[src/rtl/loc_arb_pkg.sv]
package loc_arb_pkg;

  // Bit positions of the per-locality access register; software decodes them.
  localparam int unsigned ACC_VALID   = 7;
  localparam int unsigned ACC_ACTIVE  = 5;
  localparam int unsigned ACC_SEIZED  = 4;
  localparam int unsigned ACC_SEIZE   = 3;
  localparam int unsigned ACC_PENDING = 2;
  localparam int unsigned ACC_REQUEST = 1;
  localparam int unsigned ACC_ESTAB   = 0;

  // Read image of the access register, most significant bit first.
  typedef struct packed {
    logic valid;
    logic rsvd6;
    logic active;
    logic seized;
    logic seize_rd;
    logic pending;
    logic request;
    logic estab;
  } acc_view_t;

endpackage

[src/rtl/loc_win_decode.sv]
module loc_win_decode #(
  parameter int unsigned ADDR_W   = 16,
  parameter int unsigned WIN_BITS = 12,
  parameter int unsigned NUM_LOC  = 5,
  parameter int unsigned LOC_W    = 3
) (
  input  logic [ADDR_W-1:0] addr,
  output logic              hit,
  output logic [LOC_W-1:0]  loc
);
  localparam int unsigned IDX_W = ADDR_W - WIN_BITS;

  logic [IDX_W-1:0] idx;

  // Upper address bits select the window; only offset zero is the register.
  assign idx = addr[ADDR_W-1:WIN_BITS];
  assign hit = (addr[WIN_BITS-1:0] == '0) && (idx < IDX_W'(NUM_LOC));
  assign loc = idx[LOC_W-1:0];
endmodule

[src/rtl/loc_prio_pick.sv]
module loc_prio_pick #(
  parameter int unsigned N     = 5,
  parameter int unsigned IDX_W = 3
) (
  input  logic [N-1:0]     vec,
  output logic             any,
  output logic [IDX_W-1:0] idx
);
  // Highest set bit wins: later loop iterations overwrite earlier ones.
  always_comb begin
    idx = '0;
    for (int i = 0; i < N; i++) begin
      if (vec[i]) idx = IDX_W'(i);
    end
  end
  assign any = |vec;
endmodule

[src/rtl/loc_owner_ctrl.sv]
module loc_owner_ctrl
  import loc_arb_pkg::*;
#(
  parameter int unsigned NUM_LOC = 5,
  parameter int unsigned LOC_W   = 3
) (
  input  logic               clk,
  input  logic               rst_n,
  input  logic               wr_hit,
  input  logic [LOC_W-1:0]   wr_loc,
  input  logic [7:0]         wr_data,
  output logic               owner_vld,
  output logic [LOC_W-1:0]   owner,
  output logic [NUM_LOC-1:0] req,
  output logic [NUM_LOC-1:0] seized
);
  logic               own_vld_q, own_vld_d;
  logic [LOC_W-1:0]   own_q, own_d;
  logic [NUM_LOC-1:0] req_q, req_d, req_mid;
  logic [NUM_LOC-1:0] sz_q, sz_d;
  logic [NUM_LOC-1:0] wr_sel;
  logic               is_owner;
  logic               pick_any;
  logic [LOC_W-1:0]   pick_idx;

  // One-hot form of the writing locality.
  for (genvar g = 0; g < NUM_LOC; g++) begin : g_sel
    assign wr_sel[g] = wr_hit && (wr_loc == LOC_W'(g));
  end

  assign is_owner = own_vld_q && (wr_loc == own_q);

  // First pass: apply the write to the request and seized vectors.
  always_comb begin
    req_mid   = req_q;
    sz_d      = sz_q;
    own_vld_d = own_vld_q;
    own_d     = own_q;
    if (wr_hit) begin
      if (wr_data[ACC_SEIZED]) sz_d = sz_d & ~wr_sel;
      if (is_owner) begin
        if (wr_data[ACC_ACTIVE]) own_vld_d = 1'b0;
      end else if (wr_data[ACC_SEIZE] && own_vld_q && (wr_loc > own_q)) begin
        for (int i = 0; i < NUM_LOC; i++) begin
          if (own_q == LOC_W'(i)) sz_d[i] = 1'b1;
        end
        own_d   = wr_loc;
        req_mid = req_mid & ~wr_sel;
      end else if (wr_data[ACC_REQUEST]) begin
        req_mid = req_mid | wr_sel;
      end
    end
  end

  loc_prio_pick #(.N(NUM_LOC), .IDX_W(LOC_W)) u_pick (
    .vec (req_mid),
    .any (pick_any),
    .idx (pick_idx)
  );

  // Second pass: a free interface (as registered) goes to the top requester.
  always_comb begin
    req_d = req_mid;
    if (!own_vld_q && pick_any) begin
      for (int i = 0; i < NUM_LOC; i++) begin
        if (pick_idx == LOC_W'(i)) req_d[i] = 1'b0;
      end
    end
  end

  always_ff @(posedge clk) begin
    if (!rst_n) begin
      own_vld_q <= 1'b0;
      own_q     <= '0;
      req_q     <= '0;
      sz_q      <= '0;
    end else begin
      req_q <= req_d;
      sz_q  <= sz_d;
      if (!own_vld_q && pick_any) begin
        own_vld_q <= 1'b1;
        own_q     <= pick_idx;
      end else begin
        own_vld_q <= own_vld_d;
        own_q     <= own_d;
      end
    end
  end

  assign owner_vld = own_vld_q;
  assign owner     = own_q;
  assign req       = req_q;
  assign seized    = sz_q;
endmodule

[src/rtl/loc_read_port.sv]
module loc_read_port
  import loc_arb_pkg::*;
#(
  parameter int unsigned NUM_LOC   = 5,
  parameter int unsigned LOC_W     = 3,
  parameter logic        ESTAB_BIT = 1'b1
) (
  input  logic               clk,
  input  logic               rst_n,
  input  logic               rd_en,
  input  logic               rd_hit,
  input  logic [LOC_W-1:0]   rd_loc,
  input  logic               owner_vld,
  input  logic [LOC_W-1:0]   owner,
  input  logic [NUM_LOC-1:0] req,
  input  logic [NUM_LOC-1:0] seized,
  output logic [7:0]         rdata,
  output logic               rvld
);
  acc_view_t view;
  logic      here_req, here_sz, here_own;

  always_comb begin
    here_req = 1'b0;
    here_sz  = 1'b0;
    for (int i = 0; i < NUM_LOC; i++) begin
      if (rd_loc == LOC_W'(i)) begin
        here_req = req[i];
        here_sz  = seized[i];
      end
    end
  end

  assign here_own = owner_vld && (owner == rd_loc);

  always_comb begin
    view          = '0;
    view.valid    = 1'b1;
    view.active   = here_own;
    view.seized   = here_sz;
    view.pending  = (|req) && !here_own;
    view.request  = here_req;
    view.estab    = ESTAB_BIT;
  end

  always_ff @(posedge clk) begin
    if (!rst_n) begin
      rdata <= '0;
      rvld  <= 1'b0;
    end else begin
      rvld <= rd_en;
      if (rd_en) rdata <= rd_hit ? view : 8'h00;
    end
  end
endmodule

[src/rtl/loc_access_arbiter.sv]
module loc_access_arbiter #(
  parameter int unsigned NUM_LOC   = 5,
  parameter int unsigned WIN_BITS  = 12,
  parameter int unsigned ADDR_W    = 16,
  parameter logic        ESTAB_BIT = 1'b1,
  localparam int unsigned LOC_W    = (NUM_LOC > 1) ? $clog2(NUM_LOC) : 1
) (
  input  logic               clk,
  input  logic               rst_n,
  input  logic [ADDR_W-1:0]  bus_addr,
  input  logic [7:0]         bus_wdata,
  input  logic               bus_wr,
  input  logic               bus_rd,
  output logic [7:0]         bus_rdata,
  output logic               bus_rvld,
  output logic [LOC_W-1:0]   active_loc,
  output logic               active_vld,
  output logic [NUM_LOC-1:0] owns
);
  logic               dec_hit;
  logic [LOC_W-1:0]   dec_loc;
  logic               own_vld;
  logic [LOC_W-1:0]   own_loc;
  logic [NUM_LOC-1:0] req_vec, sz_vec;

  loc_win_decode #(
    .ADDR_W(ADDR_W), .WIN_BITS(WIN_BITS), .NUM_LOC(NUM_LOC), .LOC_W(LOC_W)
  ) u_dec (
    .addr (bus_addr),
    .hit  (dec_hit),
    .loc  (dec_loc)
  );

  loc_owner_ctrl #(.NUM_LOC(NUM_LOC), .LOC_W(LOC_W)) u_ctrl (
    .clk       (clk),
    .rst_n     (rst_n),
    .wr_hit    (bus_wr && dec_hit),
    .wr_loc    (dec_loc),
    .wr_data   (bus_wdata),
    .owner_vld (own_vld),
    .owner     (own_loc),
    .req       (req_vec),
    .seized    (sz_vec)
  );

  loc_read_port #(.NUM_LOC(NUM_LOC), .LOC_W(LOC_W), .ESTAB_BIT(ESTAB_BIT)) u_rd (
    .clk       (clk),
    .rst_n     (rst_n),
    .rd_en     (bus_rd),
    .rd_hit    (dec_hit),
    .rd_loc    (dec_loc),
    .owner_vld (own_vld),
    .owner     (own_loc),
    .req       (req_vec),
    .seized    (sz_vec),
    .rdata     (bus_rdata),
    .rvld      (bus_rvld)
  );

  assign active_vld = own_vld;
  assign active_loc = own_loc;

  for (genvar g = 0; g < NUM_LOC; g++) begin : g_owns
    assign owns[g] = own_vld && (own_loc == LOC_W'(g));
  end
endmodule

[config.mk]
export PLATFORM = sky130hd
export DESIGN_NAME = loc_access_arbiter
export DESIGN_NICKNAME = d
export VERILOG_FILES = /design/src/rtl/loc_arb_pkg.sv /design/src/rtl/loc_win_decode.sv /design/src/rtl/loc_prio_pick.sv /design/src/rtl/loc_owner_ctrl.sv /design/src/rtl/loc_read_port.sv /design/src/rtl/loc_access_arbiter.sv
export SDC_FILE = /design/constraint.sdc
export NUM_CORES = 1
export LEC_CHECK = 0
export ABC_AREA = 1
export BUFFER_PORTS_ARGS = -buffer_cell sky130_fd_sc_hd__buf_2
export CAP_MARGIN = 20
export CORE_MARGIN = 3
export CORE_UTILIZATION = 50
export DETAILED_ROUTE_END_ITERATION = 16
export MAX_ROUTING_LAYER = met4
export PLACE_DENSITY = 0.84
export SKIP_LAST_GASP = 1
export SYNTH_ARGS = -nofsm -noshare
export SYNTH_HDL_FRONTEND = slang
export SYNTH_SLANG_ARGS = --single-unit
[constraint.sdc]
create_clock -name clk -period 2.7 [get_ports clk]
set_clock_uncertainty 0.2 [all_clocks]
set_input_delay 0.405 -clock clk [delete_from_list [all_inputs] [get_ports clk]]
set_output_delay 0.405 -clock clk [all_outputs]
set_load 0.03 [all_outputs]
==> results of run 1 <==
[how the worst min path moves through the flow]
stage                                  start                            end  cells past startpoint
2_1_floorplan  u_ctrl.seized[0]$_SDFFE_PN0P_  u_ctrl.seized[0]$_SDFFE_PN0P_                      2
3_3_place_gp      u_rd.rdata[5]$_SDFFE_PN0P_     u_rd.rdata[5]$_SDFFE_PN0P_                      2
3_5_place_dp      u_rd.rdata[5]$_SDFFE_PN0P_     u_rd.rdata[5]$_SDFFE_PN0P_                      2
4_1_cts                               bus_rd           u_rd.rvld$_SDFF_PN0_                      3
5_1_grt                               bus_rd           u_rd.rvld$_SDFF_PN0_                      3
6_report                              bus_rd           u_rd.rvld$_SDFF_PN0_                      3
[per-stage QoR]
step                      setup WS [ps]  power [mW]  hold slack, ps  instances  utilization [%]
after floorplan                     104       0.337             244        193                -
after global placement              127       0.361             249        263             63.1
after detailed placement           17.3       0.363             252        263             63.1
after CTS                           157       0.607            82.9        267             65.2
after global routing               16.0       0.631             108        267             65.4
final                               260       0.606            81.4        267             65.4
[worst reg2reg max path: cells and delay by family, from the launching register on]
kind                     cells  cell delay [ps]
AND/OR/NAND/NOR              9              800
AO/OA/AOI/OAI                2              400
flip-flops                   1              370
adder cells (fa/ha/maj)      1              320
buffers and inverters        4              270
[synthesized netlist by cell type (all sizes together)]
library cell	n
dfxtp	20
nor3	3
o21bai	1
clkinv	1
ha	3
nand2	39
nor2	28
nand4	13
and2	1
nor4	6
a221oi	2
buf	3
a21oi	14
or2	1
conb	1
inv	29
o21ai	10
o31ai	2
o311ai	1
a211oi	1
a31o	1
clkbuf	1
o211ai	3
nand3	8
[registers in the layout (all words and copies together) (netlist names)]
signal            count
u_rd.rdata            5
u_ctrl.seized         5
u_ctrl.owner_vld      1
u_ctrl.owner          3
u_ctrl.req            5
u_rd.rvld             1
[power groups by stage]
stage / logic [mW] / registers [mW] / clock network (mW)
final: 0.0615 / 0.296 / 0.249
after global routing: 0.0692 / 0.296 / 0.266
after CTS: 0.0601 / 0.296 / 0.251
after detailed placement: 0.0600 / 0.303 / 0
after global placement: 0.0588 / 0.303 / 0
after floorplan: 0.0331 / 0.304 / 0
[final cells by class]
class	instances	area (µm²)	area share, %
flip-flops and latches	20	400	24.3
multi-input cells	139	808	49.0
well taps	30	37.5	2.28
repair buffers	44	233	14.1
clock inverters	1	30.0	1.82
inverters	30	118	7.13
clock buffers	3	22.5	1.37
[layer usage]
layer	track usage, %	wire, µm	vias up
li1	-	-	741
met1	27.4	1410	644
met2	36.9	1650	65
met3	4.68	290	10
met4	6.62	52	0
met5	-	0	-
[placed cells by master, fill, tap and decap left out]
cell	n
sky130_fd_sc_hd__nor4_1	6
sky130_fd_sc_hd__nand2_4	4
sky130_fd_sc_hd__nor3_1	3
sky130_fd_sc_hd__ha_1	3
sky130_fd_sc_hd__conb_1	2
sky130_fd_sc_hd__o21ai_0	6
sky130_fd_sc_hd__nor2_8	1
sky130_fd_sc_hd__inv_2	5
sky130_fd_sc_hd__a211oi_2	1
sky130_fd_sc_hd__or2_4	1
sky130_fd_sc_hd__nand3_4	1
sky130_fd_sc_hd__and2_1	1
sky130_fd_sc_hd__o21ai_1	4
sky130_fd_sc_hd__a221oi_1	2
sky130_fd_sc_hd__nand2_2	7
sky130_fd_sc_hd__a31o_2	1
sky130_fd_sc_hd__nand3_2	1
sky130_fd_sc_hd__buf_4	5
sky130_fd_sc_hd__nor2_4	1
sky130_fd_sc_hd__clkinv_4	1
sky130_fd_sc_hd__dfxtp_1	20
sky130_fd_sc_hd__bufinv_16	1
sky130_fd_sc_hd__nor2_2	4
sky130_fd_sc_hd__o211ai_1	3
sky130_fd_sc_hd__o311ai_0	1
sky130_fd_sc_hd__inv_1	24
sky130_fd_sc_hd__nand3_1	6
sky130_fd_sc_hd__a21oi_1	14
sky130_fd_sc_hd__buf_2	39
sky130_fd_sc_hd__o21bai_4	1
sky130_fd_sc_hd__o31ai_1	2
sky130_fd_sc_hd__nand2_1	28
sky130_fd_sc_hd__clkbuf_4	3
sky130_fd_sc_hd__nor2_1	22
sky130_fd_sc_hd__nand4_1	13
[cell families after synthesis]
| kind of cell | synth area share [%] |
|---|---|
| AO/OA/AOI/OAI | 16.3 |
| adder cells (fa/ha/maj) | 2.79 |
| buffers and inverters | 10.7 |
| flip-flops | 29.8 |
| other | 0.279 |
| AND/OR/NAND/NOR | 40.1 |
[repair_timing]
| action | in CTS | in global routing |
|---|---|---|
| endpoints found under the hold margin | 0 | 0 |
| setup endpoints to repair | 0 | 7 |
| resized for setup | 0 | 1 |
| hold buffers | 0 | 0 |
==> summary.md, run 1 <==
| Metric | Value |
|---|---|
| Status | `completed` |
| Die Y-Extent | `57.8 µm` |
| Delay of the slowest critical-path stage | `370 ps` |
| Sequential Power Share | `48.8%` |
| Count of cells along the worst register-to-register path | `16` |
| DRC Markers | `0` |
| Largest net degree at the start of global routing | `16` |
| Overall via count from detail_route | `1460` |
| Largest voltage drop on the vdd net | `0.747 mV` |
| Sinks on Clock Net | `20` |
| Part of the power in the clock network | `41.0%` |
| # Max-Cap Violations | `0` |
| Row Count | `18` |
| Post-layout net count | `269` |
| Setup repair after global routing missed its margin | `false` |
| Instance area after placement | `1590 µm²` |
| Tightest slew margin relative to the limit | `66.4%` |
| Number of fill cells in the layout | `251` |
| Number of global-route vias before repair | `1345` |
| Clock-pin slew on the worst setup and hold paths | `120 ps` |
| Number of buffers added for setup after CTS | `0` |
| Share of the yosys chip area belonging to registers | `29.8%` |
| Critical Path AT | `2460 ps` |
| Logic gate share of total power | `10.1%` |
| Clock tree from TritonCTS | `done` |
| First element of the critical path | `u_ctrl.owner[2]$_SDFFE_PN0P_` |
| Leakage power | `0.794 nW` |
| Port-buffer cells | `39` |
| Total die area | `3350 µm²` |
| Clock buffers created by TritonCTS | `3` |
| Die width | `57.8 µm` |
| Critical path data required time | `2720 ps` |
| Global Route Usage Sum | `22.4%` |
| Buffer type at the clock tree root | `sky130_fd_sc_hd__clkbuf_4` |
| Buffering stage count on the worst path with inverters included | `4` |
| Number of hold-slack violations in the final timing report | `0` |
| Cell Chain, Critical Path | `inv_1 > ha_1 > nand2_1 > nor2_1 > a211oi_2 > nor2_2 > nand2_4 > clkinv_4 > nand2_2 > nand2_2 > nand2_4 > inv_1 > nand2_1 > nand4_1 > o21ai_1 > inv_1` |
| Critical path destination | `u_ctrl.req[1]$_SDFF_PN0_` |
| Fraction of final layout cells sized beyond drive strength 1 | `32.5%` |
| Cell taking the most area after synthesis | `sky130_fd_sc_hd__dfxtp_1` |
| Period utilisation layout | `90.4%` |
| Via density | `5.47` |
| Fmax | `0.410 GHz` |
| Count of unique library cells instantiated by Yosys | `33` |
| Measured slew at the worst slew-check pin | `503 ps` |
| Pre-antenna DRT Iters | `4` |
| Final Setup Violations | `0` |
| Clock latency at the later pin of the worst-skew pair | `310 ps` |
| Count of nets left with antenna violations after detail routing | `0` |
| FF+latch count, synth | `20` |
| DR WL/cell | `12.7 µm` |
| Path type of the worst min-delay path | `input port to flip-flop` |
| Global-route wire length before repair | `5690 µm` |
| Area share of the largest cell type after synthesis | `29.8%` |
| Proportion of total power due to net switching | `22.7%` |
| Worst setup slack for register-to-register paths | `260 ps` |
| Routability-driven placement congestion ratio | `0.868` |
| Category of the most critical setup path | `flip-flop to flip-flop` |
| Core Footprint | `2520 µm²` |
| Crit-path slowest cell | `sky130_fd_sc_hd__dfxtp_1` |
| Violation count after the first detailed-route iteration | `53` |
| Cell Area, Synth | `1340 µm²` |
| P per Cell Area | `367 nW/µm²` |
| Startpoint of the worst register-to-register path | `u_ctrl.owner[2]$_SDFFE_PN0P_` |
| Startpoint type of the worst setup path | `flip-flop` |
| Initial Util | `53.3%` |
| Final Critical Period | `2440 ps` |
| Max Transition Viols Final | `0` |
| Top cells by area, synth | `sky130_fd_sc_hd__dfxtp_1 30%, sky130_fd_sc_hd__nand2_1 7.8%, sky130_fd_sc_hd__inv_1 6.7%` |
| Internal power contribution | `468 µW` |
| Routed WL | `3400 µm` |
| Cell type group with the largest total delay on the critical path | `simple AND/OR/NAND/NOR gates` |
| Crit. End Element | `flip-flop` |
| Most Frequent Cell on Critical Path | `sky130_fd_sc_hd__inv_1` |
| Layout area overhead | `22.7%` |
| YS warnings | `0` |
| Number of stages on the worst setup path | `16` |
| Max Fanout on Critical Path | `9` |
| Level count of the clock H-tree | `1` |
| Total global routing overflow | `0` |
| Area of all placed cells without fillers | `1650 µm²` |
| Mapped Avg Cell Area | `7.00 µm²` |
| Maximum clock path buffer count | `2` |
| HPWL after detailed placement | `2630 µm` |
| Sw power | `138 µW` |
| Reg-to-Reg End | `u_ctrl.req[1]$_SDFF_PN0_` |
| Number of top-level design ports | `46` |
| Post-Synthesis Cells | `192` |
| # diodes | `0` |
| Final setup TNS | `0 ps` |
| Number of antenna violations at the first check in global routing | `0` |
Note: power is estimated with default switching activity, not from simulation.
==> run 2: changes to the inputs <==
--- a/config.mk
+++ b/config.mk
@@ -11,7 +11,6 @@
 export CORE_MARGIN = 3
 export CORE_UTILIZATION = 50
 export DETAILED_ROUTE_END_ITERATION = 16
-export MAX_ROUTING_LAYER = met4
 export PLACE_DENSITY = 0.84
 export SKIP_LAST_GASP = 1
 export SYNTH_ARGS = -nofsm -noshare
==> summary.md, run 2 (synthesis results as in run 1) <==
| Metric | Value |
|---|---|
| Clock latency at the later pin of the worst-skew pair | `310 ps (about the same)` |
| Die width | `57.8 µm (unchanged)` |
| Via density | `5.51 (was 5.47)` |
| Row Count | `18 (unchanged)` |
| Final Critical Period | `2440 ps (about the same)` |
| Top library cells by usage in the layout, fill and taps aside | `39 x sky130_fd_sc_hd__buf_2, 28 x sky130_fd_sc_hd__nand2_1, 24 x sky130_fd_sc_hd__inv_1 (unchanged)` |
| Path type of the worst min-delay path | `input port to flip-flop (unchanged)` |
| Buffer type at the clock tree root | `sky130_fd_sc_hd__clkbuf_4 (unchanged)` |
| Port-buffer cells | `39 (unchanged)` |
| Global Route Usage Sum | `21.7% (was 22.4%)` |
| Clock buffers created by TritonCTS | `3 (unchanged)` |
| Initial Util | `53.3% (unchanged)` |
| DR WL/cell | `12.7 µm (about the same)` |
| Pre-antenna DRT Iters | `5 (was 4)` |
| Internal power contribution | `468 µW (about the same)` |
| Critical Path AT | `2460 ps (about the same)` |
| Sequential Power Share | `48.7% (was 48.8%)` |
| Global-route wire length before repair | `5690 µm (unchanged)` |
| Count of cells along the worst register-to-register path | `16 (unchanged)` |
| P per Cell Area | `368 nW/µm² (was 367 nW/µm²)` |
| Startpoint type of the worst setup path | `flip-flop (unchanged)` |
| Largest net degree at the start of global routing | `16 (unchanged)` |
| Reg-to-Reg End | `u_ctrl.req[1]$_SDFF_PN0_ (unchanged)` |
| Category of the most critical setup path | `flip-flop to flip-flop (unchanged)` |
| Overall via count from detail_route | `1472 (was 1460)` |
| # diodes | `0 (unchanged)` |
| Total global routing overflow | `0 (unchanged)` |
| # Max-Cap Violations | `0 (unchanged)` |
| Clock tree from TritonCTS | `done (unchanged)` |
| Core Footprint | `2520 µm² (unchanged)` |
| DRC Markers | `0 (unchanged)` |
| Worst setup slack for register-to-register paths | `260 ps (about the same)` |
| Max Transition Viols Final | `0 (unchanged)` |
| Max Fanout on Critical Path | `9 (unchanged)` |
| Start point of the worst hold path | `bus_rd (unchanged)` |
| Period utilisation layout | `90.4% (about the same)` |
| Crit-path slowest cell | `sky130_fd_sc_hd__dfxtp_1 (unchanged)` |
| Proportion of total power due to net switching | `22.8% (was 22.7%)` |
| Violation count after the first detailed-route iteration | `52 (was 53)` |
| Maximum clock path buffer count | `2 (unchanged)` |
| Clock-pin slew on the worst setup and hold paths | `120 ps (about the same)` |
| Most common cell after layout, fill and taps aside | `sky130_fd_sc_hd__buf_2 (unchanged)` |
| Final setup TNS | `0 ps (unchanged)` |
| Sw power | `139 µW (was 138 µW)` |
| Largest voltage drop on the vdd net | `0.749 mV (was 0.747 mV)` |
| Fraction of final layout cells sized beyond drive strength 1 | `32.5% (unchanged)` |
| Sinks on Clock Net | `20 (unchanged)` |
| Hold EP | `u_rd.rvld$_SDFF_PN0_ (unchanged)` |
| Number of global-route vias before repair | `1344 (was 1345)` |
| Final Setup Violations | `0 (unchanged)` |
| Delay of the slowest critical-path stage | `370 ps (about the same)` |
| Buffering stage count on the worst path with inverters included | `4 (unchanged)` |
| Count of nets left with antenna violations after detail routing | `0 (unchanged)` |
| Number of buffers added for setup after CTS | `0 (unchanged)` |
| Cell Chain, Critical Path | `inv_1 > ha_1 > nand2_1 > nor2_1 > a211oi_2 > nor2_2 > nand2_4 > clkinv_4 > nand2_2 > nand2_2 > nand2_4 > inv_1 > nand2_1 > nand4_1 > o21ai_1 > inv_1 (unchanged)` |
| Routed WL | `3380 µm (was 3400 µm)` |
| Fmax | `0.410 GHz (about the same)` |
| Startpoint of the worst register-to-register path | `u_ctrl.owner[2]$_SDFFE_PN0P_ (unchanged)` |
| Routability-driven placement congestion ratio | `0.854 (was 0.868)` |
| Number of antenna violations at the first check in global routing | `0 (unchanged)` |
| Leakage power | `0.794 nW (unchanged)` |
| Level count of the clock H-tree | `1 (unchanged)` |
| HPWL after detailed placement | `2630 µm (unchanged)` |
| Status | `completed (unchanged)` |
| Layout area overhead | `22.7% (unchanged)` |
| Part of the power in the clock network | `41.2% (was 41.0%)` |
| Total die area | `3350 µm² (unchanged)` |
| Most Frequent Cell on Critical Path | `sky130_fd_sc_hd__inv_1 (unchanged)` |
| Number of cells on the worst hold path | `3 (unchanged)` |
| Number of hold-slack violations in the final timing report | `0 (unchanged)` |
| Final cell utilization of the core | `65.4% (unchanged)` |
| Crit. End Element | `flip-flop (unchanged)` |
| Die Y-Extent | `57.8 µm (unchanged)` |
| Post-layout net count | `269 (unchanged)` |
| Number of top-level design ports | `46 (unchanged)` |
| Critical path data required time | `2720 ps (about the same)` |
| Setup repair after global routing missed its margin | `false (unchanged)` |
| Logic gate share of total power | `10.1% (about the same)` |
| Cell type group with the largest total delay on the critical path | `simple AND/OR/NAND/NOR gates (unchanged)` |
| Pre-CTS setup slack | `17.3 ps (unchanged)` |
| Minimum setup slack in the final design | `259 ps (was 260 ps)` |
## run 2: repair_timing
action | in CTS | in global routing
hold buffers | 0 | 0
endpoints found under the setup margin | 0 | 7
resized for setup | 0 | 1
## run 2: tightest hold or removal path, cell delays in order
cell	delay, ps
sky130_fd_sc_hd__buf_2	80
sky130_fd_sc_hd__nand2_1	40
sky130_fd_sc_hd__inv_1	40
## run 2: worst max path at each step
stage                     slack, ps                         start  cells past startpoint                      endpoint
after global placement          130                  bus_addr[14]                     16      u_ctrl.req[1]$_SDFF_PN0_
after CTS                       160  u_ctrl.owner[2]$_SDFFE_PN0P_                     16      u_ctrl.req[1]$_SDFF_PN0_
after floorplan                 100  u_ctrl.owner[2]$_SDFFE_PN0P_                     16      u_ctrl.req[1]$_SDFF_PN0_
after detailed placement         20                  bus_addr[14]                     16      u_ctrl.req[1]$_SDFF_PN0_
final                           260  u_ctrl.owner[2]$_SDFFE_PN0P_                     16      u_ctrl.req[1]$_SDFF_PN0_
after global routing             20  u_ctrl.owner[2]$_SDFFE_PN0P_                     15  u_ctrl.owner[1]$_SDFFE_PN0P_
## run 2: final cells by class
type / count / area (µm²)
fillers: 251 / 873
multi-input cells: 139 / 808
flip-flops and latches: 20 / 400
repair buffers: 44 / 233
inverters: 30 / 118
well taps: 30 / 37.5
clock inverters: 1 / 30.0
clock buffers: 3 / 22.5
## run 2: power groups by stage
stage               Clock [mW]  Combinational [mW]  Sequential [mW]
floorplan                    0              0.0331            0.304
global placement             0              0.0588            0.303
detailed placement           0              0.0600            0.303
CTS                      0.251              0.0601            0.296
global route             0.266              0.0692            0.296
finish                   0.250              0.0614            0.296
## run 2: routing by layer
layer	track usage (%)	part of all wire, %	vias to the layer above
met5	0	0	-
met4	6.62	1.3	0
met3	4.68	8.8	8
met2	36.9	49	64
met1	27.4	41	662
li1	-	-	738
## run 2: per-stage QoR
step	total power [mW]	cell area (µm²)	cells	hold WS, ps
6_report	0.607	1650	267	77.1
5_1_grt	0.631	1650	267	108
4_1_cts	0.607	1640	267	82.9
3_5_place_dp	0.363	1590	263	252
3_3_place_gp	0.361	1590	263	249
2_1_floorplan	0.337	1350	193	244
